==> src/rtl/serial_audio_pkg.sv <==
package serial_audio_pkg;

   typedef enum logic [1:0] {
      FMT_I2S  = 2'b00,
      FMT_RJ16 = 2'b01,
      FMT_RJ18 = 2'b10,
      FMT_RJ20 = 2'b11
   } fmt_e;

   typedef enum logic {
      CH_LEFT  = 1'b0,
      CH_RIGHT = 1'b1
   } chan_e;

   localparam int NUM_RJ     = 3;
   localparam int RJ_MAX_LEN = 20;

   function automatic int rj_len(input int k);
      return 16 + 2 * k;
   endfunction

endpackage

==> src/rtl/sar_sync.sv <==
module sar_sync #(
   parameter int WIDTH  = 3,
   parameter int STAGES = 2
) (
   input  logic             clk,
   input  logic             rst_n,
   input  logic [WIDTH-1:0] d,
   output logic [WIDTH-1:0] q
);
   logic [STAGES-1:0][WIDTH-1:0] chain_q;

   always_ff @(posedge clk or negedge rst_n) begin
      if (!rst_n) chain_q <= '0;
      else        chain_q <= {chain_q[STAGES-2:0], d};
   end

   assign q = chain_q[STAGES-1];
endmodule

==> src/rtl/sar_slot_tracker.sv <==
module sar_slot_tracker #(
   parameter int SLOT_MAX = 32,
   parameter int CNT_W    = 6
) (
   input  logic             clk,
   input  logic             rst_n,
   input  logic             bclk_s,
   input  logic             sel_s,
   input  logic             data_s,
   output logic             bit_stb,
   output logic             bit_val,
   output logic             half_start,
   output logic             frame_edge,
   output logic             ended_chan,
   output logic [CNT_W-1:0] slot_idx
);
   localparam logic [CNT_W-1:0] SAT = CNT_W'(SLOT_MAX);

   logic             bclk_q;
   logic             primed_q;
   logic             sel_prev_q;
   logic [CNT_W-1:0] cnt_q;
   logic             sel_change;

   assign bit_stb    = bclk_s & ~bclk_q;
   assign bit_val    = data_s;
   assign sel_change = primed_q & (sel_s != sel_prev_q);
   assign half_start = bit_stb & (~primed_q | sel_change);
   assign frame_edge = bit_stb & sel_change;
   assign ended_chan = sel_prev_q;

   always_comb begin
      if (half_start)      slot_idx = '0;
      else if (cnt_q == SAT) slot_idx = SAT;
      else                 slot_idx = cnt_q + 1'b1;
   end

   always_ff @(posedge clk or negedge rst_n) begin
      if (!rst_n) begin
         bclk_q     <= 1'b0;
         primed_q   <= 1'b0;
         sel_prev_q <= 1'b0;
         cnt_q      <= '0;
      end else begin
         bclk_q <= bclk_s;
         if (bit_stb) begin
            primed_q <= 1'b1;
            cnt_q    <= slot_idx;
            if (half_start) sel_prev_q <= sel_s;
         end
      end
   end
endmodule

==> src/rtl/sar_word_capture.sv <==
module sar_word_capture
   import serial_audio_pkg::*;
#(
   parameter int SAMPLE_W = 20,
   parameter int SLOT_MAX = 32,
   parameter int CNT_W    = 6
) (
   input  logic                clk,
   input  logic                rst_n,
   input  fmt_e                fmt,
   input  logic                bit_stb,
   input  logic                bit_val,
   input  logic                half_start,
   input  logic [CNT_W-1:0]    slot_idx,
   output logic [SAMPLE_W-1:0] word
);
   logic [SLOT_MAX-1:0]             shift_q;
   logic [SAMPLE_W-1:0]             i2s_q;
   logic [SAMPLE_W-1:0]             set_mask;
   logic [NUM_RJ-1:0][SAMPLE_W-1:0] rj_word;

   // one-hot position for I2S bit k (k = 1 is the MSB)
   always_comb begin
      set_mask = '0;
      for (int k = 1; k <= SAMPLE_W; k++) begin
         if (slot_idx == CNT_W'(k)) set_mask[SAMPLE_W-k] = 1'b1;
      end
   end

   always_ff @(posedge clk or negedge rst_n) begin
      if (!rst_n) begin
         shift_q <= '0;
         i2s_q   <= '0;
      end else if (bit_stb) begin
         shift_q <= {shift_q[SLOT_MAX-2:0], bit_val};
         if (half_start) i2s_q <= '0;
         else            i2s_q <= (i2s_q & ~set_mask) | (bit_val ? set_mask : '0);
      end
   end

   for (genvar g = 0; g < NUM_RJ; g++) begin : g_rj
      localparam int LEN = rj_len(g);
      if (SAMPLE_W > LEN) begin : g_pad
         assign rj_word[g] = {shift_q[LEN-1:0], {(SAMPLE_W-LEN){1'b0}}};
      end else begin : g_exact
         assign rj_word[g] = shift_q[LEN-1:0];
      end
   end

   always_comb begin
      case (fmt)
         FMT_RJ16: word = rj_word[0];
         FMT_RJ18: word = rj_word[1];
         FMT_RJ20: word = rj_word[2];
         default:  word = i2s_q;
      endcase
   end
endmodule

==> src/rtl/sar_out_stage.sv <==
module sar_out_stage
   import serial_audio_pkg::*;
#(
   parameter int SAMPLE_W = 20
) (
   input  logic                clk,
   input  logic                rst_n,
   input  logic                frame_edge,
   input  logic                ended_chan,
   input  logic [SAMPLE_W-1:0] word,
   input  logic                mute,
   output logic [SAMPLE_W-1:0] left_out,
   output logic [SAMPLE_W-1:0] right_out,
   output logic                valid_out
);
   logic [SAMPLE_W-1:0] hold_q;
   logic [SAMPLE_W-1:0] left_q;
   logic [SAMPLE_W-1:0] right_q;
   logic                valid_q;

   always_ff @(posedge clk or negedge rst_n) begin
      if (!rst_n) begin
         hold_q  <= '0;
         left_q  <= '0;
         right_q <= '0;
         valid_q <= 1'b0;
      end else begin
         valid_q <= 1'b0;
         if (frame_edge) begin
            if (chan_e'(ended_chan) == CH_LEFT) begin
               hold_q <= word;
            end else begin
               left_q  <= hold_q;
               right_q <= word;
               valid_q <= 1'b1;
            end
         end
      end
   end

   assign left_out  = mute ? '0 : left_q;
   assign right_out = mute ? '0 : right_q;
   assign valid_out = valid_q;
endmodule

==> src/rtl/serial_audio_rx.sv <==
module serial_audio_rx
   import serial_audio_pkg::*;
#(
   parameter int SAMPLE_W    = 20,
   parameter int SLOT_MAX    = 32,
   parameter int SYNC_STAGES = 2
) (
   input  logic                clk,
   input  logic                rst_n,
   input  logic                bit_clk_in,
   input  logic                chan_sel_in,
   input  logic                ser_data_in,
   input  logic [1:0]          fmt_code,
   input  logic                mute,
   output logic [SAMPLE_W-1:0] left_sample,
   output logic [SAMPLE_W-1:0] right_sample,
   output logic                sample_valid
);
   localparam int CNT_W = $clog2(SLOT_MAX + 1);

   if (SAMPLE_W < RJ_MAX_LEN) begin : g_bad_width
      $error("SAMPLE_W must hold the longest right-aligned word");
   end
   if (SLOT_MAX < SAMPLE_W) begin : g_bad_slots
      $error("SLOT_MAX must not be below SAMPLE_W");
   end
   if (SYNC_STAGES < 2) begin : g_bad_sync
      $error("SYNC_STAGES must be at least 2");
   end

   logic [2:0]          pins_s;
   logic                bit_stb;
   logic                bit_val;
   logic                half_start;
   logic                frame_edge;
   logic                ended_chan;
   logic [CNT_W-1:0]    slot_idx;
   logic [SAMPLE_W-1:0] word;

   sar_sync #(.WIDTH(3), .STAGES(SYNC_STAGES)) u_sync (
      .clk   (clk),
      .rst_n (rst_n),
      .d     ({bit_clk_in, chan_sel_in, ser_data_in}),
      .q     (pins_s)
   );

   sar_slot_tracker #(.SLOT_MAX(SLOT_MAX), .CNT_W(CNT_W)) u_track (
      .clk        (clk),
      .rst_n      (rst_n),
      .bclk_s     (pins_s[2]),
      .sel_s      (pins_s[1]),
      .data_s     (pins_s[0]),
      .bit_stb    (bit_stb),
      .bit_val    (bit_val),
      .half_start (half_start),
      .frame_edge (frame_edge),
      .ended_chan (ended_chan),
      .slot_idx   (slot_idx)
   );

   sar_word_capture #(.SAMPLE_W(SAMPLE_W), .SLOT_MAX(SLOT_MAX), .CNT_W(CNT_W)) u_cap (
      .clk        (clk),
      .rst_n      (rst_n),
      .fmt        (fmt_e'(fmt_code)),
      .bit_stb    (bit_stb),
      .bit_val    (bit_val),
      .half_start (half_start),
      .slot_idx   (slot_idx),
      .word       (word)
   );

   sar_out_stage #(.SAMPLE_W(SAMPLE_W)) u_out (
      .clk        (clk),
      .rst_n      (rst_n),
      .frame_edge (frame_edge),
      .ended_chan (ended_chan),
      .word       (word),
      .mute       (mute),
      .left_out   (left_sample),
      .right_out  (right_sample),
      .valid_out  (sample_valid)
   );
endmodule

==> config.mk <==
export PLATFORM = sky130hd
export DESIGN_NAME = serial_audio_rx
export DESIGN_NICKNAME = d
export VERILOG_FILES = /design/src/rtl/serial_audio_pkg.sv /design/src/rtl/sar_sync.sv /design/src/rtl/sar_slot_tracker.sv /design/src/rtl/sar_word_capture.sv /design/src/rtl/sar_out_stage.sv /design/src/rtl/serial_audio_rx.sv
export SDC_FILE = /design/constraint.sdc
export NUM_CORES = 1
export LEC_CHECK = 0
export ABC_AREA = 1
export BUFFER_PORTS_ARGS = -buffer_cell sky130_fd_sc_hd__buf_2
export CORE_MARGIN = 5
export CORE_UTILIZATION = 61
export CTS_BUF_LIST = sky130_fd_sc_hd__clkbuf_8
export DETAILED_ROUTE_END_ITERATION = 12
export GPL_TIMING_DRIVEN = 0
export PLACE_DENSITY_LB_ADDON = 0.25
export SLEW_MARGIN = 20
export SYNTH_ARGS = -nofsm -noshare
export SYNTH_HDL_FRONTEND = slang
export SYNTH_SLANG_ARGS = --single-unit
==> constraint.sdc <==
create_clock -name clk -period 4.1 [get_ports clk]
set_input_delay 1.025 -clock clk [delete_from_list [all_inputs] [get_ports clk]]
set_output_delay 1.025 -clock clk [all_outputs]
set_load 0.02 [all_outputs]
==> summary.txt <==
Status
  – Status: finished clean

Clock tree
  – Root buffer cell: clkbuf_8
  – Deepest clock path buffer count: 2
  – Clock tree sinks: between 100 and 150
  – Hold buffers post-CTS: 0
  – Clock-pin slew on the worst setup and hold paths: 70 ps
  – H-tree depth: 4
  – Insertion delay to the later sink of the worst-skew pair: approximately 430 ps
  – CTS tree: done
  – Number of post-CTS setup repair buffers: 0
  – Post-CTS Resized: 0
  – Cts bufs inserted: 17

Finish
  – Area grow syn2layout: 14.83%
  – Area occupied by multi-input gates: ~2100 sq um
  – Fin nets: 826
  – Non-Filler Instances: between 900 and 1000
  – FILL cells: around 760
  – Reg area: between 2000 and 3000 sq um
  – # diodes: 0
  – Share of cells above drive strength 1: 12.91%
  – Final Util: between 70% and 80%

Pwr
  – Pwr/cell area: 513.1 nW/um^2
  – Maximum VDD drop: between 0.0002 and 0.00025 V
  – Leak pwr: 3.271 nW

Timing
  – Tmin final: around 2800 ps
  – RSZ-0062 raised after global routing: no
  – Count of final setup violators: 0
  – Final Hold Viols: 0
  – Worst Slack Setup Final: about 1300 ps
  – Slew Limit Headroom: between 60% and 70%
  – Fin crit share: between 60% and 70%
  – Hold slack: roughly 350 ps
  – Clock skew: between 8 and 9 ps
  – Setup TNS: 0 ps
  – Worst-Margin Slew: 531.6 ps
  – Fin. max-slew vios: 0
  – F_max: about 360 MHz

Placement
  – Placed Instances: 908
  – Routability cong.: around 0.9
  – HPWL after DPL: between 9000 and 10000 um
  – Buffers added on ports: 47
  – Place WS: roughly 1300 ps

Worst setup path
  – Reg-to-reg slack, setup: around 2200 ps
  – Reg2reg path depth: 11
  – Worst r2r dst: u_cap.i2s_q[0]
  – Worst EP required: a little over 3000 ps
  – CP startpoint: mute
  – Crit Path Max Fanout: 10
  – Critical Path AT: 1750 ps
  – Setup crit end: right_sample[9]
  – FF-to-FF Start: u_track.cnt_q[0]
  – Crit end category: output pin
  – Critical Path Source Type: primary input
  – Critical path type: in2out

Logic synthesis
  – Share of the yosys chip area belonging to registers: 51.52%
  – Library cells used by synthesis: 25
  – Synth Area in Adders: 0.4441%
  – Net Count, Synth: ~760
  – Cell Area, Synth: between 5000 and 6000 sq um
  – Post-synth top area share: between 50% and 60%
  – Compound-Gate Fraction of Synth Area: between 10% and 20%
  – Cells after synthesis: 749
  – Mux cell area share after synthesis: 0%
  – Syn avg cell area: roughly 7.5 sq um
  – Largest cells by area after synthesis: dfrtp_1 52%, nand2_1 15%, o21ai_0 8.5%
  – Synth Warn #: 0
  – Synth Area in Simple Gates: about a quarter
  – Cell taking the most area after synthesis: dfrtp_1
  – Largest family of logic cells by synthesized area: simple AND/OR/NAND/NOR gates
  – Flops & latches, synth: 116
  – XOR/XNOR share of the synthesized area: 0.1555%

Global routing
  – First-pass GRT wire length: 22370 um
  – Gr usage total: 25.20%
  – Vias in the first global route: about 4700
  – Pin count of the biggest net entering global routing: between 60 and 70
  – Overflow after GRT: 0
  – Initial antenna violation count: 0

Drt
  – # DRC: 0
  – Avg WL per Cell: between 10 and 15 um
  – Initial DRC count: approximately 530
  – Vias per inst: about 5.4
  – Post-Route WL: 13350 um
  – DRT Pass-1 Iters: 5
  – Via count: slightly above 5000
  – Antenna viol nets, final: 0

Floorplan
  – I/O Pins: just under 50
  – Die area: 11260 sq um
  – Core Rows: 35
  – Chip Width: 106.1 um
  – Die height: about 110 um
  – Initial Util: 61.85%
  – Core Footprint: 9109 sq um

Min path
  – Worst Hold Class: reg2reg

Job
  – Max Cap Viol: 0
==> how the worst min path moves through the flow <==
stage / end / cells after the start / slack [ps] / start
floorplan: u_sync.q[0] / 0 / 330 / u_sync.chain_q[0]
global placement: u_sync.q[0] / 0 / 330 / u_sync.chain_q[0]
detailed placement: u_sync.q[0] / 0 / 340 / u_sync.chain_q[0]
CTS: u_sync.q[0] / 0 / 350 / u_sync.chain_q[0]
global route: u_sync.q[0] / 0 / 360 / u_sync.chain_q[0]
finish: u_sync.q[1] / 0 / 350 / u_sync.chain_q[1]
==> stage by stage <==
step           area (sq um)  power, mW
2_1_floorplan          5634      1.973
3_3_place_gp           6008      2.179
3_5_place_dp           6042      2.213
4_1_cts                6470      3.329
5_1_grt                6470      3.514
6_report               6470      3.320
==> metal layers <==
layer / global-route usage [%] / wire (um) / vias to the layer above
met5: 0 / 0 / -
met4: 10.36 / 307 / 0
met3: 6.315 / 1057 / 38
met2: 41.49 / 6487 / 214
met1: 31.86 / 5501 / 2320
li1: - / - / 2473
==> cell type report <==
class / count / area share, %
repair buffers: 48 / 4.158
well taps: 111 / 2.147
flip-flops and latches: 116 / 44.87
clock buffers: 18 / 3.829
plain buffers: 35 / 2.398
multi-input cells: 484 / 33.20
clock inverters: 14 / 2.785
inverters: 114 / 6.614
==> where the power goes <==
group	internal (mW)	switching [mW]
registers	1.36	0.117
clock network	0.623	0.488
logic	0.231	0.504
total	2.21	1.11
==> cells by family (layout without fill, tap and decap cells) <==
| group | Yosys count | count (layout) |
|---|---|---|
| and+or+nand+nor | 362 | 362 |
| buffers and inverters | 149 | 229 |
| AOI/OAI and AO/OA | 119 | 119 |
| DFF | 116 | 116 |
| adders and majority gates | 2 | 2 |
| xor gates and xnor gates | 1 | 1 |
==> flip-flops by register name, summed over array words and instances (netlist names) <==
register / count
u_cap.i2s_q: 20
u_cap.shift_q: 20
u_out.hold_q: 20
u_out.left_q: 20
u_out.right_q: 20
u_out.valid_out: 1
u_sync.chain_q: 3
u_sync.q: 3
u_track.bclk_q: 1
u_track.cnt_q: 6
u_track.ended_chan: 1
u_track.primed_q: 1
==> critical path: stages <==
cell	delay [ps]
clkbuf_1	400
nor2_1	140
buf_2	190
==> cell usage after synthesis (all sizes together) <==
master / number
o21ai: 97
a21oi: 10
nand3: 54
inv: 113
nand4: 7
o221ai: 2
dfrtp: 116
ha: 2
o22ai: 8
nand2: 232
nor2: 69
clkinv: 1
buf: 14
xnor2: 1
clkbuf: 21
o2111ai: 2
==> placed cells by master (no fill, tap or decap), types with 6 or more instances in the layout <==
master and n:
a21oi_1 10, nor2_2 6, nor2_1 60, o21ai_0 96
nand4_1 7, inv_1 110, nand3_1 52, dfrtp_1 116
clkbuf_8 18, o22ai_1 8, buf_2 56, clkbuf_1 21
nand2_1 231
(Power assumes the default switching activity.)
